## src/rtl/aout_regs_pkg.sv

```systemverilog
package aout_regs_pkg;
  localparam logic [4:0] OFS_DIO    = 5'h00;
  localparam logic [4:0] OFS_CFG2   = 5'h02;
  localparam logic [4:0] OFS_CFG3   = 5'h04;
  localparam logic [4:0] OFS_TMR_LO = 5'h06;
  localparam logic [4:0] OFS_TMR_HI = 5'h09;
  localparam logic [4:0] OFS_CFG1   = 5'h0A;
  localparam logic [4:0] OFS_FIFO   = 5'h0C;

  localparam int unsigned GRP2_BIT    = 7;
  localparam int unsigned FIFO_EN_BIT = 8;
  localparam int unsigned OE_LO_BIT   = 2;
  localparam int unsigned OE_HI_BIT   = 3;

  localparam int unsigned FLG_TC = 0;
  localparam int unsigned FLG_I1 = 1;
  localparam int unsigned FLG_I2 = 2;
  localparam int unsigned N_FLG  = 3;

  typedef struct packed {
    logic             wr_dout;
    logic             wr_cfg1;
    logic             wr_cfg2;
    logic             wr_cfg3;
    logic             wr_fifo;
    logic             wr_tmr;
    logic             rd_din;
    logic             rd_stat;
    logic             rd_fifo;
    logic             rd_tmr;
    logic [N_FLG-1:0] clr;
  } dec_t;
endpackage

```

## src/rtl/aout_addr_dec.sv

```systemverilog
module aout_addr_dec
  import aout_regs_pkg::*;
#(
  parameter int unsigned DAC_CH = 10
) (
  input  logic              wr_i,
  input  logic              rd_i,
  input  logic [4:0]        addr_i,
  input  logic              grp2_i,
  input  logic              fifo_en_i,
  output dec_t              dec_o,
  output logic [DAC_CH-1:0] dac_wr_o
);
  logic tmr_hit;
  assign tmr_hit = (addr_i >= OFS_TMR_LO) && (addr_i <= OFS_TMR_HI);

  always_comb begin
    dec_o = '0;
    if (wr_i) begin
      case (addr_i)
        OFS_DIO:  if (grp2_i) dec_o.clr[FLG_TC] = 1'b1; else dec_o.wr_dout = 1'b1;
        OFS_CFG2: if (grp2_i) dec_o.clr[FLG_I1] = 1'b1; else dec_o.wr_cfg2 = 1'b1;
        OFS_CFG3: if (grp2_i) dec_o.clr[FLG_I2] = 1'b1; else dec_o.wr_cfg3 = 1'b1;
        OFS_CFG1: dec_o.wr_cfg1 = 1'b1;
        OFS_FIFO: dec_o.wr_fifo = fifo_en_i;
        default:  ;
      endcase
      dec_o.wr_tmr = tmr_hit;
    end
    if (rd_i) begin
      case (addr_i)
        OFS_DIO:  dec_o.rd_din  = 1'b1;
        OFS_CFG1: dec_o.rd_stat = 1'b1;
        OFS_FIFO: dec_o.rd_fifo = 1'b1;
        default:  ;
      endcase
      dec_o.rd_tmr = tmr_hit;
    end
  end

  // channel 0 shares the FIFO offset; FIFO enable steers it away
  for (genvar i = 0; i < DAC_CH; i++) begin : g_dac_dec
    localparam int unsigned OFS = 12 + 2 * i;
    if (i == 0) begin : g_ch0
      assign dac_wr_o[i] = wr_i && (addr_i == 5'(OFS)) && !fifo_en_i;
    end else begin : g_chn
      assign dac_wr_o[i] = wr_i && (addr_i == 5'(OFS));
    end
  end
endmodule

```

## src/rtl/aout_flag_bank.sv

```systemverilog
module aout_flag_bank #(
  parameter int unsigned N = 3
) (
  input  logic         clk_i,
  input  logic         rst_ni,
  input  logic [N-1:0] set_i,
  input  logic [N-1:0] clr_i,
  output logic [N-1:0] flag_o
);
  for (genvar i = 0; i < N; i++) begin : g_flag
    always_ff @(posedge clk_i or negedge rst_ni) begin
      if (!rst_ni)       flag_o[i] <= 1'b0;
      else if (set_i[i]) flag_o[i] <= 1'b1;
      else if (clr_i[i]) flag_o[i] <= 1'b0;
    end

    p_set_wins_r4: assert property (@(posedge clk_i) disable iff (!rst_ni)
      set_i[i] |=> flag_o[i]);
    p_clear_r3: assert property (@(posedge clk_i) disable iff (!rst_ni)
      (clr_i[i] && !set_i[i]) |=> !flag_o[i]);
    p_sticky_r4: assert property (@(posedge clk_i) disable iff (!rst_ni)
      (flag_o[i] && !clr_i[i]) |=> flag_o[i]);
  end
endmodule

```

## src/rtl/aout_dio_port.sv

```systemverilog
module aout_dio_port #(
  parameter int unsigned W = 8
) (
  input  logic         clk_i,
  input  logic         rst_ni,
  input  logic         wr_i,
  input  logic [W-1:0] wdata_i,
  input  logic         oe_lo_i,
  input  logic         oe_hi_i,
  input  logic [W-1:0] pin_i,
  output logic [W-1:0] out_o,
  output logic [W-1:0] oe_o,
  output logic [W-1:0] rd_o
);
  localparam int unsigned HALF = W / 2;

  always_ff @(posedge clk_i or negedge rst_ni) begin
    if (!rst_ni)   out_o <= '0;
    else if (wr_i) out_o <= wdata_i;
  end

  for (genvar i = 0; i < W; i++) begin : g_line
    if (i < HALF) begin : g_lo
      assign oe_o[i] = oe_lo_i;
    end else begin : g_hi
      assign oe_o[i] = oe_hi_i;
    end
    assign rd_o[i] = oe_o[i] ? out_o[i] : pin_i[i];
  end

  p_dout_load_r6: assert property (@(posedge clk_i) disable iff (!rst_ni)
    wr_i |=> out_o == $past(wdata_i));
  p_dout_hold_r3: assert property (@(posedge clk_i) disable iff (!rst_ni)
    !wr_i |=> $stable(out_o));
endmodule

```

## src/rtl/aout_dac_bank.sv

```systemverilog
module aout_dac_bank #(
  parameter int unsigned N     = 10,
  parameter int unsigned DAC_W = 12
) (
  input  logic               clk_i,
  input  logic               rst_ni,
  input  logic [N-1:0]       wr_i,
  input  logic [DAC_W-1:0]   wdata_i,
  output logic [N-1:0]       load_o,
  output logic [N*DAC_W-1:0] data_o
);
  for (genvar i = 0; i < N; i++) begin : g_ch
    always_ff @(posedge clk_i or negedge rst_ni) begin
      if (!rst_ni) begin
        data_o[i*DAC_W +: DAC_W] <= '0;
        load_o[i]                <= 1'b0;
      end else begin
        load_o[i] <= wr_i[i];
        if (wr_i[i]) data_o[i*DAC_W +: DAC_W] <= wdata_i;
      end
    end

    p_dac_load_r9: assert property (@(posedge clk_i) disable iff (!rst_ni)
      wr_i[i] |=> load_o[i] && (data_o[i*DAC_W +: DAC_W] == $past(wdata_i)));
  end

  p_dac_onehot_r9: assert property (@(posedge clk_i) disable iff (!rst_ni)
    $onehot0(load_o));
endmodule

```

## src/rtl/aout_port_regs.sv

```systemverilog
module aout_port_regs
  import aout_regs_pkg::*;
#(
  parameter int unsigned DAC_CH = 10,
  parameter int unsigned DAC_W  = 12,
  parameter int unsigned DIO_W  = 8,
  parameter int unsigned DATA_W = 16
) (
  input  logic                    clk_i,
  input  logic                    rst_ni,
  input  logic                    bus_wr_i,
  input  logic                    bus_rd_i,
  input  logic [4:0]              bus_addr_i,
  input  logic [DATA_W-1:0]       bus_wdata_i,
  output logic [DATA_W-1:0]       bus_rdata_o,
  input  logic [DIO_W-1:0]        dio_pin_i,
  output logic [DIO_W-1:0]        dio_out_o,
  output logic [DIO_W-1:0]        dio_oe_o,
  input  logic                    fifo_half_i,
  input  logic                    fifo_empty_i,
  input  logic                    fifo_full_i,
  input  logic                    prom_bit_i,
  input  logic                    irq1_evt_i,
  input  logic                    irq2_evt_i,
  input  logic                    tc_evt_i,
  output logic [DATA_W-1:0]       cfg1_o,
  output logic [DATA_W-1:0]       cfg2_o,
  output logic [DATA_W-1:0]       cfg3_o,
  output logic                    fifo_wr_o,
  output logic [DATA_W-1:0]       fifo_wdata_o,
  output logic                    fifo_clr_o,
  output logic [DAC_CH-1:0]       dac_load_o,
  output logic [DAC_CH*DAC_W-1:0] dac_data_o,
  output logic                    tmr_wr_o,
  output logic                    tmr_rd_o,
  output logic [1:0]              tmr_idx_o,
  output logic [7:0]              tmr_wdata_o,
  input  logic [7:0]              tmr_rdata_i
);
  dec_t               dec;
  logic [DAC_CH-1:0]  dac_wr;
  logic [N_FLG-1:0]   flag;
  logic [N_FLG-1:0]   flag_set;
  logic [DIO_W-1:0]   dio_rd;
  logic [DATA_W-1:0]  status;
  logic [DATA_W-1:0]  rd_val;

  aout_addr_dec #(.DAC_CH(DAC_CH)) u_dec (
    .wr_i      (bus_wr_i),
    .rd_i      (bus_rd_i),
    .addr_i    (bus_addr_i),
    .grp2_i    (cfg1_o[GRP2_BIT]),
    .fifo_en_i (cfg1_o[FIFO_EN_BIT]),
    .dec_o     (dec),
    .dac_wr_o  (dac_wr)
  );

  always_ff @(posedge clk_i or negedge rst_ni) begin
    if (!rst_ni) begin
      cfg1_o <= '0;
      cfg2_o <= '0;
      cfg3_o <= '0;
    end else begin
      if (dec.wr_cfg1) cfg1_o <= bus_wdata_i;
      if (dec.wr_cfg2) cfg2_o <= bus_wdata_i;
      if (dec.wr_cfg3) cfg3_o <= bus_wdata_i;
    end
  end

  assign flag_set[FLG_TC] = tc_evt_i;
  assign flag_set[FLG_I1] = irq1_evt_i;
  assign flag_set[FLG_I2] = irq2_evt_i;

  aout_flag_bank #(.N(N_FLG)) u_flags (
    .clk_i  (clk_i),
    .rst_ni (rst_ni),
    .set_i  (flag_set),
    .clr_i  (dec.clr),
    .flag_o (flag)
  );

  aout_dio_port #(.W(DIO_W)) u_dio (
    .clk_i   (clk_i),
    .rst_ni  (rst_ni),
    .wr_i    (dec.wr_dout),
    .wdata_i (bus_wdata_i[DIO_W-1:0]),
    .oe_lo_i (cfg3_o[OE_LO_BIT]),
    .oe_hi_i (cfg3_o[OE_HI_BIT]),
    .pin_i   (dio_pin_i),
    .out_o   (dio_out_o),
    .oe_o    (dio_oe_o),
    .rd_o    (dio_rd)
  );

  aout_dac_bank #(.N(DAC_CH), .DAC_W(DAC_W)) u_dac (
    .clk_i   (clk_i),
    .rst_ni  (rst_ni),
    .wr_i    (dac_wr),
    .wdata_i (bus_wdata_i[DAC_W-1:0]),
    .load_o  (dac_load_o),
    .data_o  (dac_data_o)
  );

  // timer is external; strobes pass straight through
  assign tmr_wr_o    = dec.wr_tmr;
  assign tmr_rd_o    = dec.rd_tmr;
  assign tmr_idx_o   = 2'(bus_addr_i - OFS_TMR_LO);
  assign tmr_wdata_o = bus_wdata_i[7:0];

  assign status = DATA_W'({fifo_half_i, fifo_empty_i, fifo_full_i,
                           flag[FLG_I2], flag[FLG_I1], flag[FLG_TC], prom_bit_i});

  always_comb begin
    rd_val = '0;
    if (dec.rd_din)  rd_val = DATA_W'(dio_rd);
    if (dec.rd_stat) rd_val = status;
    if (dec.rd_tmr)  rd_val = DATA_W'(tmr_rdata_i);
  end

  always_ff @(posedge clk_i or negedge rst_ni) begin
    if (!rst_ni) begin
      bus_rdata_o  <= '0;
      fifo_clr_o   <= 1'b0;
      fifo_wr_o    <= 1'b0;
      fifo_wdata_o <= '0;
    end else begin
      if (bus_rd_i) bus_rdata_o <= rd_val;
      fifo_clr_o <= dec.rd_fifo;
      fifo_wr_o  <= dec.wr_fifo;
      if (dec.wr_fifo) fifo_wdata_o <= bus_wdata_i;
    end
  end

  p_cfg1_load_r2: assert property (@(posedge clk_i) disable iff (!rst_ni)
    (bus_wr_i && bus_addr_i == OFS_CFG1) |=> cfg1_o == $past(bus_wdata_i));
  p_grp2_cfg2_hold_r3: assert property (@(posedge clk_i) disable iff (!rst_ni)
    (bus_wr_i && bus_addr_i == OFS_CFG2 && cfg1_o[GRP2_BIT]) |=> $stable(cfg2_o));
  p_grp2_cfg3_hold_r3: assert property (@(posedge clk_i) disable iff (!rst_ni)
    (bus_wr_i && bus_addr_i == OFS_CFG3 && cfg1_o[GRP2_BIT]) |=> $stable(cfg3_o));
  p_fifo_clr_r7: assert property (@(posedge clk_i) disable iff (!rst_ni)
    (bus_rd_i && bus_addr_i == OFS_FIFO) |=> fifo_clr_o && bus_rdata_o == '0);
  p_fifo_clr_idle_r7: assert property (@(posedge clk_i) disable iff (!rst_ni)
    !(bus_rd_i && bus_addr_i == OFS_FIFO) |=> !fifo_clr_o);
  p_fifo_wr_r8: assert property (@(posedge clk_i) disable iff (!rst_ni)
    (bus_wr_i && bus_addr_i == OFS_FIFO && cfg1_o[FIFO_EN_BIT])
      |=> fifo_wr_o && dac_load_o == '0);
endmodule

```

## config.mk

```make
export PLATFORM = sky130hd
export DESIGN_NAME = aout_port_regs
export DESIGN_NICKNAME = d
export VERILOG_FILES = /design/src/rtl/aout_regs_pkg.sv /design/src/rtl/aout_addr_dec.sv /design/src/rtl/aout_flag_bank.sv /design/src/rtl/aout_dio_port.sv /design/src/rtl/aout_dac_bank.sv /design/src/rtl/aout_port_regs.sv
export SDC_FILE = /design/constraint.sdc
export NUM_CORES = 1
export LEC_CHECK = 0
export ABC_AREA = 0
export CELL_PAD_IN_SITES_DETAIL_PLACEMENT = 0
export CELL_PAD_IN_SITES_GLOBAL_PLACEMENT = 1
export CORE_ASPECT_RATIO = 0.9
export CORE_MARGIN = 2
export CORE_UTILIZATION = 35
export DETAILED_ROUTE_END_ITERATION = 10
export HOLD_SLACK_MARGIN = 0.03
export PLACE_DENSITY_LB_ADDON = 0.1
export SLEW_MARGIN = 10
export SYNTH_ARGS = -nofsm -noshare
export SYNTH_HDL_FRONTEND = slang
export SYNTH_SLANG_ARGS = --single-unit
export TNS_END_PERCENT = 100
```

## constraint.sdc

```tcl
create_clock -name clk_i -period 2.15 [get_ports clk_i]
set_input_delay 0.43 -clock clk_i [delete_from_list [all_inputs] [get_ports clk_i]]
set_output_delay 0.43 -clock clk_i [all_outputs]
set_load 0.05 [all_outputs]
```

==> summary.txt, run 1 <==
Outcome
  – Outcome: completed

Timing
  – Fin. Hold Viols: 0
  – Clk_skew: about 16 ps
  – Fin crit share: between 90% and 100%
  – Setup WS post-layout: between 30 and 40 ps
  – Unrepaired setup endpoints after global routing: no
  – Max_slew headroom: 51.0%
  – Peak Freq: 473 MHz
  – Slew Limit Fails: 0
  – Worst-Margin Slew: roughly 730 ps
  – Min Tclk post-route: 2110 ps
  – # setup viols final: 0

Placement
  – Area after DPL: ~12000 µm²
  – Routability cong.: 0.813
  – Placed Cells: 1149
  – Port Buffers: about 280
  – Hpwl dp: 17.5 mm
  – Place WS: -574 ps

Die
  – Row Count: 54
  – Ports: roughly 290
  – Initial Util: between 30% and 40%
  – Die area: about 26000 µm²
  – Die height: 153 µm
  – Die width: roughly 170 µm
  – Core Area: 24200 µm²

Global routing
  – GRT Total Usage: 19.1%
  – Grt ovf: 0
  – First-pass GRT wire length: approximately 38 mm
  – Initial antenna violation count: 0
  – Largest net degree at the start of global routing: between 70 and 80
  – Vias in the first global route: between 6000 and 7000

Critical path
  – Crit Path Category: reg -> out
  – CP max FO: 2
  – CP arrival: 1680 ps
  – Worst Path Buf+Inv: 1
  – Critical Path Sink Type: primary output
  – CP Launch Type: flip-flop
  – Max incr delay on CP: around 800 ps
  – Critical Path RT: between 1500 and 2000 ps
  – Worst path slowest cell: clkdlybuf4s50_1
  – Critical path cell sequence: clkdlybuf4s50_1
  – R2r setup slk: around 600 ps
  – Crit-path leading delay family: buffers and inverters

Power
  – Switch share: between 30 and 40%
  – Comb pwr share: a little over a third
  – Sequential cell fraction of total power: a little over a third
  – Design Power: around 15 mW
  – Clock power share: 29.9%
  – P_sw: between 5 and 6 mW
  – Worst VDD drop: 0.665 mV
  – Cell area power density: 1120 nW/µm²
  – LEAKAGE: 7.15 nW
  – Internal: around 9 mW

Clock network
  – Root Driver: clkbuf_16
  – Clock Latency Late Sink: between 500 and 600 ps
  – CTS tree: built
  – CTS sink count: about 220
  – Total CTS buffers: 24
  – Clock slew at reported path FFs: around 60 ps
  – Clock Path Buffers: 3
  – CTS H-tree lvls: 1

Finish
  – Post-layout instance area: roughly 13000 µm²
  – Cell Count, Final, Fillers Out: about 1200
  – Final core occ: a little over half
  – Area delta synth->final: 52.6%
  – Number of diodes: 0
  – Share of layout cells above drive strength 1: between 30% and 40%
  – Nets: between 900 and 1000

Synthesis
  – Mean Syn Cell Area: 15.3 µm²
  – Synth Flop Type: dfrtp_1
  – Largest cells by area after synthesis: dfrtp_1, mux2_2, mux2_4
  – Synth Warn #: 0
  – Sequential-to-total area share from yosys stat: 62.5%
  – Number of synthesized flops with an enable pin: 0
  – Yosys top cell by area: dfrtp_1
  – Post-Synthesis Cell Area: 8600 µm²
  – Top-area cell type share of the netlist area: between 60% and 70%
  – Synth top cells by count: dfrtp_1, mux2_2, buf_4
  – Ys async rst share: 100%
  – Syn Inst Count: 562
  – Synthesized flop and latch total: between 200 and 250
  – Synth unique cells: 35
  – Most numerous cell in the Yosys netlist: dfrtp_1

Route
  – Vias: approximately 5700
  – DRC errors left: 0
  – Drt first-iter violations: between 200 and 250
  – Via density: ~4.7
  – DRT Pass-1 Iters: 4
  – Final WL: around 25 mm
  – Routed wire per std cell: 20.8 µm
  – Post-route ant nets: 0

Worst hold path
  – Hold Crit Class: in -> async

Flow run
  – Max-capacitance violation count: 0
power by group through the flow:
stage / Clock, mW / Sequential [mW] / Combinational, mW
6_report: 4.40 / 5.13 / 5.16
5_1_grt: 4.67 / 5.23 / 5.35
4_1_cts: 4.50 / 5.15 / 5.24
3_5_place_dp: 0 / 5.22 / 5.39
3_3_place_gp: 0 / 5.18 / 5.36
2_1_floorplan: 0 / 7.53 / 1.05
path summary, 6_finish.rpt:
check,from,endpoint,depth (start not counted)
max,cfg1_o[4],cfg1_o[4],1
min,rst_ni,u_dac.load_o[6],2
max reg2reg,cfg1_o[7],cfg3_o[15],3
min reg2reg,cfg3_o[15],cfg3_o[15],1
max in group asynchronous,rst_ni,u_dac.data_o[109],3
min in group clk_i,cfg3_o[15],cfg3_o[15],1
kinds of logic after synthesis:
logic type,after synthesis,share of synthesized area [%]
multiplexers,200,26.9
AO/OA/AOI/OAI,26,2.01
flip-flops,215,62.5
AND/OR/NAND/NOR,43,3.17
other,1,0.0436
buffers and inverters,77,5.31
cell usage in the layout, fill, tap and decap left out, types with 6 or more instances in the layout:
cell type          n
a221oi_1           7
buf_12            27
buf_4             53
clkbuf_16         24
clkbuf_8           7
clkdlybuf4s50_1  114
clkinv_2           6
conb_1             8
dfrtp_1          215
dlygate4sd2_1     68
dlymetal6s2s_1    74
inv_1             13
mux2_1            19
mux2_2           164
mux2_4            17
nor2_1            12
o22ai_1            7
per-stage QoR:
step | hold WS (ps) | setup TNS, ps
floorplan | 134 | 0
global placement | 282 | -50180
detailed placement | 285 | -58200
CTS | 301 | 0
global route | 323 | 0
finish | 312 | 0
area by class of cell:
type | instances | area [µm²]
clock buffers | 33 | 694
clock inverters | 11 | 166
fillers | 2021 | 11100
inverters | 13 | 48.8
multi-input cells | 277 | 2830
flip-flops and latches | 215 | 5380
well taps | 308 | 385
repair buffers | 338 | 3620
flip-flops by register name (all words and copies together), names as in the netlist:
register	count
cfg2_o	16
fifo_wdata_o	16
cfg1_o	16
u_dio.out_o	8
bus_rdata_o	8
cfg3_o	16
fifo_wr_o	1
u_flags.flag_o	3
u_dac.load_o	10
fifo_clr_o	1
u_dac.data_o	120
metal layers:
layer | up-vias | part of all wire (%) | GRT usage, %
met5 | - | 0 | 0
met1 | 2891 | 44 | 25.1
met4 | 0 | 1.7 | 4.07
li1 | 2557 | - | -
met2 | 199 | 47 | 31.0
met3 | 29 | 8.0 | 6.29
repair_timing:
item                                   CTS  global route
endpoints found under the hold margin   16             0
hold buffers                             1             0
setup endpoints to repair               79            92
setup buffers                            0             1
resized for setup                       70            77
Note: power is estimated with default switching activity, not from simulation.
==> inputs of run 2 (changes only) <==
Settings changed: CAP_MARGIN set to 30, CORE_MARGIN 2 to 4.
==> run 2 against run 1 <==
Net effect: combinational power about the same; sequential power about the same; maximum frequency about the same; critical endpoint is now bus_rdata_o[7]; highest routed layer unchanged; clock power decreased by 8.0%; largest cell class unchanged; utilization decreased by 0.50 points; first-iteration DRC count increased by 8.3%; count of clock-buffer cells in the layout increased by 3; flip-flop and latch count unchanged.
==> summary.txt, run 2 (synthesis gave the netlist of run 1 again) <==
Outcome
  – Outcome: completed

Critical path
  – Worst Path Buf+Inv: 1 (unchanged)
  – Crit Path Category: reg -> out
  – CP max FO: 2 (unchanged)
  – CP Launch Type: flip-flop
  – Worst path slowest cell: clkdlybuf4s50_1
  – Reg2reg path depth: 3 (unchanged)
  – FF-to-FF Start: cfg1_o[7]
  – Critical Path Sink Type: primary output
  – Critical path cell sequence: clkdlybuf4s50_1
  – Max incr delay on CP: 810 ps (about the same)
  – R2r setup slk: 580 ps (about the same)
  – Critical Path RT: 1720 ps (about the same)
  – Worst flop-to-flop path endpoint: cfg3_o[15]
  – CP arrival: 1680 ps (about the same)
  – Crit-path leading delay family: buffers and inverters

Timing
  – Max_slew headroom: 48.6% (-2.4 points)
  – Min Tclk post-route: 2110 ps (-0.173 ps)
  – Worst-Margin Slew: 766 ps (+35.8 ps)
  – Fin. Hold Viols: 0 (unchanged)
  – Setup total negative slack: 0 ps (unchanged)
  – Clk_skew: 5.14 ps (-10.7 ps)
  – Peak Freq: 473 MHz (about the same)
  – Unrepaired setup endpoints after global routing: no
  – # setup viols final: 0 (unchanged)
  – Fin crit share: 98.3% (about the same)
  – Slew Limit Fails: 0 (unchanged)

Finish
  – Commonest non-fill, non-tap cell in the layout: dfrtp_1
  – Area delta synth->final: 51.2%
  – Number of diodes: 0 (unchanged)
  – Top reg by flops: u_dac.data_o
  – Max reg flops: 120 (unchanged)
  – Share of layout cells above drive strength 1: 35.1% (-0.45 points)
  – Fillers: 2068 (+2.3%)
  – Most frequent cells in the layout: dfrtp_1, mux2_2, clkdlybuf4s50_1
  – Nets: 916 (-0.11%)
  – Cell Count, Final, Fillers Out: 1192 (-0.25%)

Die
  – Core Area: 24200 µm² (unchanged)
  – Row Count: 54 (unchanged)
  – Die area: 27200 µm² (+5.0%)
  – Die width: 173 µm (+2.4%)
  – Initial Util: 35.6% (unchanged)
  – Die height: 157 µm (+2.6%)
  – Ports: 288 (unchanged)

Clock network
  – Clock Latency Late Sink: 510 ps (about the same)
  – CTS H-tree lvls: 1 (unchanged)
  – Clock slew at reported path FFs: 60 ps (about the same)
  – Clock Path Buffers: 3 (unchanged)
  – Root Driver: clkbuf_16
  – Setup bufs post-CTS: 0 (unchanged)
  – CTS sink count: 215 (unchanged)
  – Total CTS buffers: 25 (+4.2%)
  – CTS tree: built

Global routing
  – Vias in the first global route: 6371 (+4.3%)
  – GRT Total Usage: 18.2% (-0.93 points)
  – Initial antenna violation count: 0 (unchanged)
  – First-pass GRT wire length: 38.8 mm (+2.0%)
  – Largest net degree at the start of global routing: 80 (+1.3%)
  – Grt ovf: 0 (unchanged)

Route
  – Routed wire per std cell: 21.1 µm (+1.5%)
  – Final WL: 25.1 mm (+1.2%)
  – Via density: 4.71 (-0.90%)
  – Drt first-iter violations: 223 (+8.3%)
  – DRC errors left: 0 (unchanged)
  – DRT Pass-1 Iters: 4 (unchanged)
  – Vias: 5611 (-1.1%)
  – Post-route ant nets: 0 (unchanged)

Power
  – Design Power: 14.4 mW (-2.1%)
  – LEAKAGE: 6.89 nW (-3.6%)
  – Cell area power density: 1110 nW/µm² (-1.2%)
  – Worst VDD drop: 0.586 mV (-12%)

Placement
  – Placed Cells: 1148 (-0.087%)
  – Routability cong.: 0.804 (-1.2%)
  – Hpwl dp: 18.1 mm (+3.1%)
  – Port Buffers: 279 (unchanged)

Worst hold path
  – Hold Crit Start: bus_addr_i[1]
  – Hold Path Stages: 3
  – Hold endpoint: fifo_clr_o
  – Hold Crit Class: in -> reg

Flow run
  – Max-capacitance violation count: 0 (unchanged)
==> run 2: cell types whose count changed in the layout (fill, tap and decap cells not counted), sizes merged <==
cell	delta
clkbuf	+4
clkinvlp	+2
clkdlybuf4s50	+21
inv	+1
dlymetal6s2s	-12
clkinv	-4
dlygate4sd2	-12
bufinv	-3
==> run 2: final cells by class <==
type	instances	area, µm²	area share (%)
clock buffers	36	717	5.51
multi-input cells	277	2820	21.7
flip-flops and latches	215	5380	41.4
well taps	308	385	2.96
inverters	13	48.8	0.375
clock inverters	7	68.8	0.529
repair buffers	336	3580	27.6
==> run 2: how the worst max path moves through the flow <==
stage / startpoint / end / slack [ps] / cells after the start
final: bus_rdata_o[7] / bus_rdata_o[7] / 40 / 1
after global routing: u_dac.data_o[75] / dac_data_o[75] / 0.3 / 1
after CTS: fifo_wdata_o[13] / fifo_wdata_o[13] / 0.8 / 1
after detailed placement: bus_addr_i[2] / u_dac.data_o[7] / -540 / 7
after global placement: bus_addr_i[2] / u_dac.data_o[10] / -580 / 7
after floorplan: bus_addr_i[1] / tmr_rd_o / 70 / 3
==> run 2: layer usage <==
layer  vias to the layer above  share of wire, %  track usage (%)
met4                         0               1.8             3.99
met5                         -                 0                0
met2                       186                47             29.8
met1                      2844                42             23.4
met3                        32               8.6             6.76
li1                       2549                 -                -
==> run 2: what timing repair did <==
action | in CTS | in global routing
hold buffers | 1 | 0
pin swaps | 0 | 1
setup endpoints to repair | 66 | 76
resized for setup | 59 | 65
hold endpoints to repair | 17 | 0
==> run 2: through the flow <==
| stage | hold WS (ps) | setup slack [ps] | utilization, % | instance area (µm²) |
|---|---|---|---|---|
| floorplan | 134 | 74.9 | - | 8640 |
| global placement | 313 | -579 | 50.1 | 12100 |
| detailed placement | 315 | -540 | 50.1 | 12100 |
| CTS | 345 | 0.839 | 53.1 | 12800 |
| global route | 304 | 0.335 | 53.8 | 13000 |
| finish | 292 | 36.7 | 53.8 | 13000 |
==> run 2: worst reg2reg max path: cells and delay by family (launching register included) <==
| kind | cells | cell delay [ps] |
|---|---|---|
| and+or+nand+nor | 1 | 460 |
| DFF | 1 | 480 |
| buffers and inverters | 1 | 180 |
| muxes | 1 | 330 |
==> run 2: power breakdown <==
| group | leakage, nW | switching (mW) | internal [mW] |
|---|---|---|---|
| Combinational | 3.74 | 3.46 | 1.73 |
| Sequential | 2.77 | 0.403 | 4.73 |
| Clock | 0.382 | 1.63 | 2.42 |
==> inputs of run 3 (changes only) <==
Settings changed: SLEW_MARGIN 10 to 20.
==> results of run 3 <==
No change in the layout: final DEF, timing and power equal those of run 2.
